`config.mk`:
```
export PLATFORM = sky130hd
export DESIGN_NAME = pt_walker
export DESIGN_NICKNAME = d
export VERILOG_FILES = /design/src/rtl/pt_pkg.sv /design/src/rtl/pt_va_split.sv /design/src/rtl/pt_perm.sv /design/src/rtl/pt_walker.sv
export SDC_FILE = /design/constraint.sdc
export NUM_CORES = 1
export LEC_CHECK = 0
export ABC_AREA = 1
export BUFFER_PORTS_ARGS = -buffer_cell sky130_fd_sc_hd__buf_2
export CAP_MARGIN = 20
export CORE_MARGIN = 2
export CORE_UTILIZATION = 44
export CTS_BUF_LIST = sky130_fd_sc_hd__clkbuf_2
export CTS_CLUSTER_SIZE = 12
export DETAILED_ROUTE_END_ITERATION = 6
export HOLD_SLACK_MARGIN = 0.03
export PLACE_DENSITY = 0.71
export SETUP_SLACK_MARGIN = 0.02
export SLEW_MARGIN = 20
export SYNTH_ARGS = -nofsm -noshare
export SYNTH_HDL_FRONTEND = slang
export SYNTH_SLANG_ARGS = --single-unit
export TNS_END_PERCENT = 5
```
`constraint.sdc`:
```
create_clock -name clk_i -period 4.4 [get_ports clk_i]
set_input_delay 0.88 -clock clk_i [delete_from_list [all_inputs] [get_ports clk_i]]
set_output_delay 0.88 -clock clk_i [all_outputs]
set_load 0.05 [all_outputs]
```
`src/rtl/pt_pkg.sv`:
```
package pt_pkg;
  typedef enum logic [1:0] {
    F_NONE     = 2'd0,
    F_NONCANON = 2'd1,
    F_NOTPRES  = 2'd2,
    F_PROT     = 2'd3
  } fault_e;

  typedef struct packed {
    logic w;
    logic u;
    logic nx;
  } perm_t;

  localparam int B_P  = 0;
  localparam int B_W  = 1;
  localparam int B_U  = 2;
  localparam int B_A  = 5;
  localparam int B_D  = 6;
  localparam int B_PS = 7;
  localparam int B_XD = 63;
endpackage

```
`src/rtl/pt_va_split.sv`:
```
module pt_va_split #(
  parameter int VA_BITS = 48,
  parameter int OFF_W   = 12,
  parameter int IDX_W   = 9,
  parameter int LEVELS  = 4,
  parameter int LVL_W   = $clog2(LEVELS)
) (
  input  logic [63:OFF_W]   va_hi_i,
  input  logic [LVL_W-1:0]  lvl_i,
  output logic              canon_o,
  output logic [IDX_W-1:0]  idx_o
);
  localparam int SIGN_LO = VA_BITS - 1;

  logic [IDX_W-1:0] idx_arr [LEVELS];

  // level g index sits just above the offset, g index widths up
  for (genvar g = 0; g < LEVELS; g++) begin : g_idx
    assign idx_arr[g] = va_hi_i[OFF_W + IDX_W*g +: IDX_W];
  end

  assign idx_o   = idx_arr[lvl_i];
  assign canon_o = (&va_hi_i[63:SIGN_LO]) | ~(|va_hi_i[63:SIGN_LO]);
endmodule

```
`src/rtl/pt_perm.sv`:
```
module pt_perm
  import pt_pkg::*;
(
  input  perm_t acc_i,
  input  logic  w_bit_i,
  input  logic  u_bit_i,
  input  logic  xd_bit_i,
  input  logic  write_i,
  input  logic  user_i,
  input  logic  exec_i,
  output perm_t acc_o,
  output logic  viol_o
);
  always_comb begin
    acc_o.w  = acc_i.w & w_bit_i;
    acc_o.u  = acc_i.u & u_bit_i;
    acc_o.nx = acc_i.nx | xd_bit_i;
    viol_o   = (write_i & ~acc_o.w) | (user_i & ~acc_o.u) | (exec_i & acc_o.nx);
  end
endmodule

```
`src/rtl/pt_walker.sv`:
```
module pt_walker
  import pt_pkg::*;
#(
  parameter int VA_BITS     = 48,
  parameter int PA_W        = 52,
  parameter int OFF_W       = 12,
  parameter int IDX_W       = 9,
  parameter int LEVELS      = 4,
  parameter int HUGE_LEVELS = 2
) (
  input  logic            clk_i,
  input  logic            rst_ni,
  input  logic [PA_W-1:0] root_i,
  input  logic            req_valid_i,
  output logic            req_ready_o,
  input  logic [63:0]     req_va_i,
  input  logic            req_write_i,
  input  logic            req_user_i,
  input  logic            req_exec_i,
  output logic            rsp_valid_o,
  output logic [PA_W-1:0] rsp_pa_o,
  output logic [1:0]      rsp_fault_o,
  output logic            mem_req_o,
  output logic            mem_we_o,
  output logic [PA_W-1:0] mem_addr_o,
  output logic [63:0]     mem_wdata_o,
  input  logic            mem_gnt_i,
  input  logic            mem_rvalid_i,
  input  logic [63:0]     mem_rdata_i
);
  localparam int LVL_W  = $clog2(LEVELS);
  localparam int ENT_SH = 3;
  localparam logic [PA_W-1:0] ONE = PA_W'(1);
  localparam logic [LVL_W-1:0] TOP_LVL = LVL_W'(LEVELS - 1);

  typedef enum logic [2:0] {S_IDLE, S_RD_REQ, S_RD_WAIT, S_WR_REQ, S_RESP} state_e;

  state_e           state_q;
  logic [LVL_W-1:0] lvl_q;
  logic [PA_W-1:0]  base_q;
  logic [63:0]      va_q;
  logic             wr_q, usr_q, exe_q;
  perm_t            acc_q, acc_nxt;
  logic [63:0]      wdata_q;
  logic [PA_W-1:0]  rsp_pa_q;
  fault_e           rsp_fault_q;

  logic [63:0]      va_sel;
  logic             canon;
  logic [IDX_W-1:0] idx;
  logic             viol;
  logic             leaf;
  logic [PA_W-1:0]  frame, pmask, leaf_pa;
  logic [63:0]      wb_word;

  assign va_sel = (state_q == S_IDLE) ? req_va_i : va_q;

  pt_va_split #(
    .VA_BITS(VA_BITS), .OFF_W(OFF_W), .IDX_W(IDX_W), .LEVELS(LEVELS), .LVL_W(LVL_W)
  ) u_split (
    .va_hi_i (va_sel[63:OFF_W]),
    .lvl_i   (lvl_q),
    .canon_o (canon),
    .idx_o   (idx)
  );

  pt_perm u_perm (
    .acc_i    (acc_q),
    .w_bit_i  (mem_rdata_i[B_W]),
    .u_bit_i  (mem_rdata_i[B_U]),
    .xd_bit_i (mem_rdata_i[B_XD]),
    .write_i  (wr_q),
    .user_i   (usr_q),
    .exec_i   (exe_q),
    .acc_o    (acc_nxt),
    .viol_o   (viol)
  );

  always_comb begin
    leaf    = (lvl_q == '0) ||
              (mem_rdata_i[B_PS] && int'(lvl_q) >= 1 && int'(lvl_q) <= HUGE_LEVELS);
    frame   = {mem_rdata_i[PA_W-1:OFF_W], {OFF_W{1'b0}}};
    pmask   = (ONE << (OFF_W + IDX_W*int'(lvl_q))) - ONE;
    leaf_pa = (frame & ~pmask) | (va_q[PA_W-1:0] & pmask);
    wb_word = mem_rdata_i;
    wb_word[B_A] = 1'b1;
    if (wr_q) wb_word[B_D] = 1'b1;
  end

  always_ff @(posedge clk_i or negedge rst_ni) begin
    if (!rst_ni) begin
      state_q     <= S_IDLE;
      lvl_q       <= '0;
      base_q      <= '0;
      va_q        <= '0;
      wr_q        <= 1'b0;
      usr_q       <= 1'b0;
      exe_q       <= 1'b0;
      acc_q       <= '0;
      wdata_q     <= '0;
      rsp_pa_q    <= '0;
      rsp_fault_q <= F_NONE;
    end else begin
      case (state_q)
        S_IDLE: if (req_valid_i) begin
          va_q  <= req_va_i;
          wr_q  <= req_write_i;
          usr_q <= req_user_i;
          exe_q <= req_exec_i;
          if (!canon) begin
            rsp_pa_q    <= '0;
            rsp_fault_q <= F_NONCANON;
            state_q     <= S_RESP;
          end else begin
            base_q  <= root_i;
            lvl_q   <= TOP_LVL;
            acc_q   <= '{w: 1'b1, u: 1'b1, nx: 1'b0};
            state_q <= S_RD_REQ;
          end
        end
        S_RD_REQ: if (mem_gnt_i) state_q <= S_RD_WAIT;
        S_RD_WAIT: if (mem_rvalid_i) begin
          if (!mem_rdata_i[B_P]) begin
            rsp_pa_q    <= '0;
            rsp_fault_q <= F_NOTPRES;
            state_q     <= S_RESP;
          end else if (!leaf) begin
            base_q  <= frame;
            lvl_q   <= lvl_q - 1'b1;
            acc_q   <= acc_nxt;
            state_q <= S_RD_REQ;
          end else if (viol) begin
            rsp_pa_q    <= '0;
            rsp_fault_q <= F_PROT;
            state_q     <= S_RESP;
          end else begin
            rsp_pa_q    <= leaf_pa;
            rsp_fault_q <= F_NONE;
            wdata_q     <= wb_word;
            // skip the write when A/D are already set
            state_q     <= (wb_word != mem_rdata_i) ? S_WR_REQ : S_RESP;
          end
        end
        S_WR_REQ: if (mem_gnt_i) state_q <= S_RESP;
        S_RESP:   state_q <= S_IDLE;
        default:  state_q <= S_IDLE;
      endcase
    end
  end

  assign req_ready_o = (state_q == S_IDLE);
  assign rsp_valid_o = (state_q == S_RESP);
  assign rsp_pa_o    = rsp_pa_q;
  assign rsp_fault_o = rsp_fault_q;
  assign mem_req_o   = (state_q == S_RD_REQ) || (state_q == S_WR_REQ);
  assign mem_we_o    = (state_q == S_WR_REQ);
  assign mem_addr_o  = base_q + {{(PA_W-IDX_W-ENT_SH){1'b0}}, idx, {ENT_SH{1'b0}}};
  assign mem_wdata_o = wdata_q;

  AST_RSP_PULSE: assert property (@(posedge clk_i) disable iff (!rst_ni)
    rsp_valid_o |=> !rsp_valid_o && req_ready_o);
  AST_NONCANON_FAST: assert property (@(posedge clk_i) disable iff (!rst_ni)
    req_valid_i && req_ready_o && (req_va_i[63:VA_BITS-1] != '0) && (req_va_i[63:VA_BITS-1] != '1)
    |=> rsp_valid_o && rsp_fault_o == 2'd1 && !mem_req_o);
  AST_ENTRY_ALIGN: assert property (@(posedge clk_i) disable iff (!rst_ni)
    mem_req_o |-> mem_addr_o[ENT_SH-1:0] == '0);
  AST_WB_BITS: assert property (@(posedge clk_i) disable iff (!rst_ni)
    mem_req_o && mem_we_o |-> mem_wdata_o[B_A] && mem_wdata_o[B_P]);
  AST_REQ_HOLD: assert property (@(posedge clk_i) disable iff (!rst_ni)
    mem_req_o && !mem_gnt_i |=> mem_req_o && $stable(mem_addr_o) && $stable(mem_we_o));
  AST_FAULT_PA_ZERO: assert property (@(posedge clk_i) disable iff (!rst_ni)
    rsp_valid_o && rsp_fault_o != 2'd0 |-> rsp_pa_o == '0);
endmodule

```
==> results of run 1 <==
[area by class of cell]
class,instances,area (um^2)
repair buffers,434,2820
fillers,2946,12800
well taps,396,495
diodes,8,20.0
clock buffers,105,526
clock inverters,19,118
inverters,188,711
flip-flops and latches,244,6110
multi-input cells,1350,7100
[stage by stage]
stage / hold WS (ns) / utilization (%)
finish: 0.0901 / 58.3
global route: 0.0961 / 58.3
CTS: 0.0660 / 57.6
detailed placement: 0.455 / 53.7
global placement: 0.451 / 53.7
floorplan: 0.442 / -
[cell families (layout without fill, tap and decap cells)]
family          Yosys count  in the layout  synth area share, %
simple gates            984            984                 29.9
buf+inv                 291            746                 8.65
compound gates          282            282                 10.8
flops                   244            244                 44.4
xor+xnor                 50             50                 3.19
fa+ha+maj                21             21                 1.97
mux                      13             13                 1.06
other cells               0              8                    0
[report_power, final]
group | internal [uW] | switching [uW] | total [uW]
clock network | 700 | 1040 | 1740
logic | 3090 | 5360 | 8460
registers | 2830 | 616 | 3440
total | 6620 | 7020 | 13600
[layer usage]
metal | routed length, um | vias up | share of wire [%]
li1 | - | 6885 | -
met1 | 20100 | 6753 | 41
met5 | 76 | - | 0.15
met4 | 2050 | 12 | 4.2
met3 | 4430 | 146 | 9.0
met2 | 22700 | 650 | 46
[worst register-to-register path, cell delays in order, from the launching register on]
cell	delay, ns
sky130_fd_sc_hd__dfrtp_1	0.39
sky130_fd_sc_hd__inv_1	0.29
sky130_fd_sc_hd__buf_4	0.22
sky130_fd_sc_hd__ha_1	0.52
sky130_fd_sc_hd__inv_1	0.09
sky130_fd_sc_hd__buf_4	0.21
sky130_fd_sc_hd__nand3_1	0.08
sky130_fd_sc_hd__nand2_1	0.08
sky130_fd_sc_hd__inv_1	0.08
sky130_fd_sc_hd__nor3_1	0.07
sky130_fd_sc_hd__nand2_4	0.35
sky130_fd_sc_hd__buf_4	0.60
sky130_fd_sc_hd__o21ai_0	0.24
[flip-flops by register name (all words and copies together) (netlist names), 2 cells and up]
signal,flops
acc_q,3
rsp_fault_o,2
va_q,64
lvl_q,2
state_q,3
rsp_pa_o,52
mem_wdata_o,63
base_q,52
[what timing repair did]
action                                  CTS  global route
endpoints found under the setup margin   47            47
pin swaps                                18            12
hold buffers                              0             0
gates resized for setup                 121            34
gates cloned                              1             0
buffers inserted                         12             8
[synthesized netlist by cell type, types with 2 or more instances]
cell type,number,area share (%)
sky130_fd_sc_hd__o22ai_1,2,0.091
sky130_fd_sc_hd__nand2_2,3,0.14
sky130_fd_sc_hd__a21boi_0,2,0.11
sky130_fd_sc_hd__xnor2_1,16,1.0
sky130_fd_sc_hd__nor4_1,6,0.27
sky130_fd_sc_hd__nor3_1,20,0.73
sky130_fd_sc_hd__o211ai_1,12,0.66
sky130_fd_sc_hd__o21ai_1,4,0.15
sky130_fd_sc_hd__a211oi_1,8,0.44
sky130_fd_sc_hd__buf_1,2,0.055
sky130_fd_sc_hd__xor2_1,34,2.2
sky130_fd_sc_hd__buf_4,16,0.87
sky130_fd_sc_hd__nor3b_1,3,0.16
sky130_fd_sc_hd__nand3b_1,12,0.66
sky130_fd_sc_hd__nand3_1,170,6.2
sky130_fd_sc_hd__nand4_1,21,0.96
sky130_fd_sc_hd__a32o_1,2,0.15
sky130_fd_sc_hd__and3_1,2,0.091
sky130_fd_sc_hd__nor2_1,112,3.1
sky130_fd_sc_hd__nand2_1,626,17
sky130_fd_sc_hd__ha_1,20,1.8
sky130_fd_sc_hd__clkbuf_1,56,1.5
sky130_fd_sc_hd__a31oi_1,2,0.091
sky130_fd_sc_hd__dfrtp_1,244,44
sky130_fd_sc_hd__inv_1,186,5.1
sky130_fd_sc_hd__or2_2,4,0.18
sky130_fd_sc_hd__o21ai_0,189,6.9
sky130_fd_sc_hd__buf_2,29,1.1
sky130_fd_sc_hd__a21oi_1,60,2.2
sky130_fd_sc_hd__mux2_2,12,0.98
[final timing paths]
path / start / endpoint / cells past startpoint
worst max-delay path: state_q[0]$_DFFE_PN0P_ / mem_addr_o[45] / 18
worst max register to register: lvl_q[1]$_DFFE_PN0P_ / mem_wdata_o[37]$_DFFE_PN0P_ / 12
min in group clk_i: mem_rdata_i[59] / mem_wdata_o[59]$_DFFE_PN0P_ / 3
max in group asynchronous: rst_ni / va_q[11]$_DFFE_PN0P_ / 2
worst min-delay path: rst_ni / mem_wdata_o[36]$_DFFE_PN0P_ / 1
worst min register to register: rsp_pa_o[3]$_DFFE_PN0P_ / rsp_pa_o[3]$_DFFE_PN0P_ / 2
==> results_tabular.tex, run 1 <==
\begin{tabular}{lr}
\hline
Metric & Value \\
\hline
\multicolumn{2}{l}{\textbf{Status}} \\
\quad Outcome & finished, violations left \\
\quad Violations in the final reports & DRC, setup timing \\
\multicolumn{2}{l}{\textbf{Worst hold path}} \\
\quad Class of the tightest hold or removal check & primary input to asynchronous set/reset pin \\
\multicolumn{2}{l}{\textbf{Route}} \\
\quad Count of unresolved DRC violations after routing & 1 \\
\quad Number of vias per cell after detailed routing & roughly 5.3 \\
\quad Routed len/inst & about 18 um \\
\quad Antenna-violating nets left & 0 \\
\quad DR pass1 iterations & 7 \\
\quad Violation count after the first detailed-routing iteration & slightly below 1k \\
\quad Vias & about 14k \\
\quad Routed wire length & 49300 um \\
\multicolumn{2}{l}{\textbf{GRT}} \\
\quad Met3 track demand over resource in global routing & roughly 7.4\% \\
\quad Grt peak-use layer & met2 \\
\quad Largest net degree at the start of global routing & 114 \\
\quad Remaining global-route overflow & 0 \\
\quad Number of antenna violations at the first check in global routing & 12 \\
\quad Met2 track demand over resource & between 40\% and 50\% \\
\quad GR Util met1 & $\sim$39\% \\
\quad Global-route wire length before repair & between 70000 and 80000 um \\
\quad Number of global-route vias before repair & between 10k and 15k \\
\quad All-Layer GR Usage & 29.6\% \\
\multicolumn{2}{l}{\textbf{Worst setup path}} \\
\quad Worst Path Arrival & between 3 and 4 ns \\
\quad Highest net fanout along the worst path & 4 \\
\quad Crit path kind & register to output port \\
\quad Standard cell with the maximum stage delay on the critical path & sky130\_fd\_sc\_hd\_\_dfrtp\_1 \\
\quad Combined buffer and inverter count along the critical path & 5 \\
\quad Crit. End Element & output port \\
\quad Sort of element at the start of the critical path & register \\
\quad Top Family by Delay on Critical Path & simple AND/OR/NAND/NOR gates \\
\quad Delay of the slowest cell on the worst path & between 0.4 and 0.5 ns \\
\quad CP required & around 3.5 ns \\
\quad Cell-by-cell listing of the critical path & nor2\_4 -> nand2\_4 -> buf\_6 -> inv\_6 -> nand2\_2 -> a32o\_2 -> o21ai\_2 -> ha\_2 -> inv\_2 -> fa\_2 -> nor3\_4 -> nor2\_2 -> o21ai\_2 -> nand3\_2 -> nor2\_1 -> buf\_4 -> xor2\_4 -> buf\_6 \\
\quad Worst reg-to-reg setup slack & approximately 0.9 ns \\
\multicolumn{2}{l}{\textbf{Logic synthesis}} \\
\quad Area of the mapped netlist & between 0.01 and 0.015 mm\^{}2 \\
\quad Gate count of the mapped netlist & approximately 1.9k \\
\quad Count of different cell masters after synthesis & 40 \\
\quad Total nets after synthesis & 2094 \\
\quad Number of synthesized flops with an enable pin & 0 \\
\quad Post-synthesis average cell area & roughly 7.3 um\^{}2 \\
\quad Flip-flop and latch count after synthesis & roughly 240 \\
\quad Flip-flop cell with the highest count after synthesis & sky130\_fd\_sc\_hd\_\_dfrtp\_1 \\
\quad YS warnings & 0 \\
\quad Share of synthesized area occupied by flip-flops and latches & 44.4\% \\
\quad Async S/R FF share, synth & 100\% \\
\multicolumn{2}{l}{\textbf{Placed design}} \\
\quad Post-DP Area & between 0.015 and 0.02 mm\^{}2 \\
\quad \# placed instances & about 2.6k \\
\quad Final RePlAce weighted congestion & about 0.9 \\
\quad Post-DP HPWL & $\sim$36000 um \\
\quad \# port buffers & 361 \\
\quad Post-place setup slack & -0.253 ns \\
\multicolumn{2}{l}{\textbf{Finish}} \\
\quad Proportion of layout cells with a drive suffix above 1 & between 20\% and 30\% \\
\quad Final \#Nets & around 2.5k \\
\quad Count of placed standard cells in the final layout, fillers left out & around 2.7k \\
\quad Area Overhead vs Synth & 30.1\% \\
\quad Final Cell Area & between 0.015 and 0.02 mm\^{}2 \\
\quad Top library cells by usage in the layout, fill and taps aside & sky130\_fd\_sc\_hd\_\_nand2\_1, sky130\_fd\_sc\_hd\_\_buf\_2, sky130\_fd\_sc\_hd\_\_dfrtp\_1, sky130\_fd\_sc\_hd\_\_inv\_1, sky130\_fd\_sc\_hd\_\_o21ai\_0 \\
\quad Most common library cell in the layout ignoring fill and taps & sky130\_fd\_sc\_hd\_\_nand2\_1 \\
\multicolumn{2}{l}{\textbf{Floorplanning}} \\
\quad Overall die width & between 150 and 200 um \\
\quad Initial core utilization & 44.8\% \\
\quad CORE AREA & a little over 0.03 mm\^{}2 \\
\quad Die height & $\sim$180 um \\
\quad Site row count & 64 \\
\quad Io pins & roughly 360 \\
\quad Die area & 0.0327 mm\^{}2 \\
\multicolumn{2}{l}{\textbf{CTS}} \\
\quad H-tree lvl count & 3 \\
\quad CTS Root Buffer Type & sky130\_fd\_sc\_hd\_\_clkbuf\_2 \\
\quad CTS tree & built \\
\quad Number of buffers inserted during clock tree synthesis & roughly 70 \\
\quad Num Clock Sinks & around 240 \\
\quad Clock-pin transition on the worst setup and hold timing paths & around 0.10 ns \\
\quad Number of buffers on the longest clock path & 3 \\
\quad Latest clock arrival within the worst-skew pair & 0.88 ns \\
\multicolumn{2}{l}{\textbf{STA}} \\
\quad Worst Skew & roughly 0.12 ns \\
\quad Final total negative setup slack & -13.79 ns \\
\quad Slew Viols, Final & 0 \\
\quad Setup repair after global routing missed its margin & yes \\
\quad Minimum clock period after layout & between 4 and 5 ns \\
\quad Setup-failing EPs final & 44 \\
\quad Slew at the pin closest to its max-slew limit & about 0.95 ns \\
\quad Final WS setup & -0.439 ns \\
\quad Final worst path period share & 110\% \\
\quad Endpoints failing hold & 0 \\
\quad Worst max-slew margin expressed relative to the limit & $\sim$37\% \\
\quad Maximum operating frequency & between 200 and 250 MHz \\
\multicolumn{2}{l}{\textbf{Pwr}} \\
\quad Static Leak & $\sim$0.010 uW \\
\quad Power consumption & approximately 14000 uW \\
\quad Power per unit of standard cell area & between 700 and 800 mW/mm\^{}2 \\
\quad Peak VDD IR & just under 0.6 mV \\
\multicolumn{2}{l}{\textbf{Flow run}} \\
\quad \# Max-Cap Violations & 0 \\
\hline
\end{tabular}
Note: power is estimated with default switching activity, not from simulation.
==> inputs of run 2 (changes only) <==
- SKIP_LAST_GASP: default -> 1
==> results_tabular.tex, run 2 (synthesis results as in run 1) <==
\begin{tabular}{lr}
\hline
Metric & Value \\
\hline
\multicolumn{2}{l}{\textbf{Finish}} \\
\quad Fillcell total & approximately 3.0k \\
\quad Post-route core utilization & between 50\% and 60\% \\
\quad Flip-flop count of the largest register after layout & between 60 and 70 \\
\quad Proportion of layout cells with a drive suffix above 1 & $\sim$27\% \\
\quad Area Overhead vs Synth & 27.9\% \\
\quad Final \#Nets & $\sim$2.5k \\
\quad Top library cells by usage in the layout, fill and taps aside & sky130\_fd\_sc\_hd\_\_nand2\_1, sky130\_fd\_sc\_hd\_\_buf\_2, sky130\_fd\_sc\_hd\_\_dfrtp\_1, sky130\_fd\_sc\_hd\_\_inv\_1, sky130\_fd\_sc\_hd\_\_o21ai\_0 \\
\quad Count of placed standard cells in the final layout, fillers left out & around 2.7k \\
\quad Most common library cell in the layout ignoring fill and taps & sky130\_fd\_sc\_hd\_\_nand2\_1 \\
\quad Register with the most flip-flops & va\_q \\
\multicolumn{2}{l}{\textbf{Floorplanning}} \\
\quad Die height & 181 um \\
\quad Site row count & 64 \\
\quad Initial core utilization & between 40 and 50\% \\
\quad Io pins & $\sim$360 \\
\quad Overall die width & 181 um \\
\quad Die area & around 0.033 mm\^{}2 \\
\quad CORE AREA & between 0.03 and 0.04 mm\^{}2 \\
\multicolumn{2}{l}{\textbf{Worst setup path}} \\
\quad Sort of element at the start of the critical path & register \\
\quad Standard cell with the maximum stage delay on the critical path & sky130\_fd\_sc\_hd\_\_dfrtp\_1 \\
\quad Crit. End Element & output port \\
\quad Highest net fanout along the worst path & 4 \\
\quad Cell-by-cell listing of the critical path & nor2\_4 -> nand2\_4 -> buf\_6 -> inv\_4 -> nand2\_2 -> a32o\_2 -> o21ai\_2 -> ha\_2 -> inv\_2 -> fa\_2 -> o21ai\_2 -> a21oi\_2 -> buf\_4 -> o21ai\_1 -> xor2\_2 -> clkbuf\_4 \\
\quad CP required & between 3 and 4 ns \\
\quad Worst reg-to-reg setup slack & around 0.96 ns \\
\quad Combined buffer and inverter count along the critical path & 5 \\
\quad Cell with the most instances on the worst path & sky130\_fd\_sc\_hd\_\_o21ai\_2 \\
\quad Delay of the slowest cell on the worst path & 0.42 ns \\
\quad Top Family by Delay on Critical Path & compound AO/OA/AOI/OAI gates \\
\quad Worst Path Arrival & 3.97 ns \\
\quad Crit path kind & register to output port \\
\multicolumn{2}{l}{\textbf{Placed design}} \\
\quad Post-place setup slack & -0.253 ns \\
\quad \# placed instances & approximately 2.6k \\
\quad Post-DP HPWL & between 30000 and 40000 um \\
\quad \# port buffers & between 300 and 400 \\
\quad Final RePlAce weighted congestion & around 0.90 \\
\multicolumn{2}{l}{\textbf{CTS}} \\
\quad Number of buffers on the longest clock path & 3 \\
\quad CTS Root Buffer Type & sky130\_fd\_sc\_hd\_\_clkbuf\_2 \\
\quad H-tree lvl count & 3 \\
\quad CTS tree & built \\
\quad Number of buffers inserted during clock tree synthesis & 69 \\
\quad Latest clock arrival within the worst-skew pair & 0.88 ns \\
\quad Num Clock Sinks & $\sim$240 \\
\quad Clock-pin transition on the worst setup and hold timing paths & roughly 0.10 ns \\
\multicolumn{2}{l}{\textbf{STA}} \\
\quad Setup repair after global routing missed its margin & yes \\
\quad Worst max-slew margin expressed relative to the limit & roughly a third \\
\quad Final WS setup & -0.448 ns \\
\quad Maximum operating frequency & just over 200 MHz \\
\quad Final Hold Slack & 0.0468 ns \\
\quad Minimum clock period after layout & slightly below 5 ns \\
\quad Slew at the pin closest to its max-slew limit & 0.977 ns \\
\quad Worst Skew & about 0.11 ns \\
\quad Endpoints failing hold & 0 \\
\quad Final worst path period share & 110\% \\
\quad Slew Viols, Final & 0 \\
\quad Setup-failing EPs final & 45 \\
\quad Final total negative setup slack & -16.46 ns \\
\multicolumn{2}{l}{\textbf{Route}} \\
\quad Number of vias per cell after detailed routing & between 5 and 6 \\
\quad Count of unresolved DRC violations after routing & 0 \\
\quad DR pass1 iterations & 5 \\
\quad Violation count after the first detailed-routing iteration & 1085 \\
\quad Vias & between 10k and 15k \\
\quad Routed wire length & 48900 um \\
\quad Antenna-violating nets left & 0 \\
\quad Routed len/inst & between 15 and 20 um \\
\multicolumn{2}{l}{\textbf{Pwr}} \\
\quad Switching part of the total & about 52\% \\
\quad Static Leak & just under 0.01 uW \\
\quad Power per unit of standard cell area & 750 mW/mm\^{}2 \\
\quad Peak VDD IR & 0.585 mV \\
\quad Portion of total power attributed to combinational logic & between 60\% and 70\% \\
\quad Sequential share of power & between 20\% and 30\% \\
\quad Clock group share of total power & 13.2\% \\
\quad Internal Dissipation & roughly 6300 uW \\
\quad NetSw & a little under 7000 uW \\
\multicolumn{2}{l}{\textbf{GRT}} \\
\quad Grt peak-use layer & met2 \\
\quad Number of global-route vias before repair & around 14k \\
\quad Remaining global-route overflow & 0 \\
\quad Global-route wire length before repair & $\sim$76000 um \\
\quad Largest net degree at the start of global routing & between 100 and 150 \\
\quad All-Layer GR Usage & between 20 and 30\% \\
\quad Met2 track demand over resource & between 40\% and 50\% \\
\quad Met3 track demand over resource in global routing & under 10\% \\
\quad GR Util met1 & about two fifths \\
\quad Number of antenna violations at the first check in global routing & 13 \\
\multicolumn{2}{l}{\textbf{Flow run}} \\
\quad \# Max-Cap Violations & 0 \\
\multicolumn{2}{l}{\textbf{Worst hold path}} \\
\quad Class of the tightest hold or removal check & primary input to asynchronous set/reset pin \\
\multicolumn{2}{l}{\textbf{Status}} \\
\quad Violations in the final reports & setup timing \\
\quad Outcome & finished, violations left \\
\hline
\end{tabular}
-- run 2: worst paths after layout --
| check | endpoint | start | depth (start not counted) |
|---|---|---|---|
| hold reg to reg | base_q[0]$_DFFE_PN0P_ | base_q[0]$_DFFE_PN0P_ | 2 |
| min in group clk_i | mem_wdata_o[59]$_DFFE_PN0P_ | mem_rdata_i[59] | 3 |
| hold / removal | mem_wdata_o[36]$_DFFE_PN0P_ | rst_ni | 1 |
| setup reg to reg | mem_wdata_o[37]$_DFFE_PN0P_ | lvl_q[1]$_DFFE_PN0P_ | 12 |
| setup / recovery | mem_addr_o[13] | state_q[2]$_DFFE_PN0P_ | 16 |
| max in group asynchronous | va_q[11]$_DFFE_PN0P_ | rst_ni | 2 |
-- run 2: cell type report --
| class | count | area, um^2 | area share, % |
|---|---|---|---|
| flip-flops and latches | 244 | 6110 | 34.7 |
| clock inverters | 19 | 118 | 0.669 |
| clock buffers | 105 | 526 | 2.99 |
| repair buffers | 427 | 2660 | 15.1 |
| multi-input cells | 1350 | 6950 | 39.5 |
| inverters | 188 | 708 | 4.03 |
| well taps | 396 | 495 | 2.82 |
| diodes | 8 | 20.0 | 0.114 |
-- run 2: power by group through the flow --
| stage | combinational, uW | clock, uW | sequential, uW |
|---|---|---|---|
| CTS | 7840 | 1790 | 3410 |
| floorplan | 4830 | 0 | 3400 |
| global placement | 7400 | 0 | 3420 |
| detailed placement | 7500 | 0 | 3450 |
| finish | 8010 | 1740 | 3430 |
| global route | 8600 | 1920 | 3490 |
-- run 2: repair_timing --
action | CTS | global route
setup endpoints to repair | 47 | 47
setup buffers | 12 | 1
cloned | 1 | 0
resized for setup | 68 | 30
pin swaps | 15 | 10
hold buffers | 0 | 0
hold endpoints to repair | 0 | 0
-- run 2: routing by layer --
layer  part of all wire [%]  wire length (um)
met1                     41             20000
met2                     46             22500
met3                    8.9              4340
met4                    4.3              2080
met5                   0.14                69
-- run 2: stage by stage --
stage / cell area [um^2] / total power, uW
floorplan: 14000 / 8230
global placement: 16500 / 10800
detailed placement: 16500 / 10900
CTS: 17400 / 13000
global route: 17600 / 14000
finish: 17600 / 13200
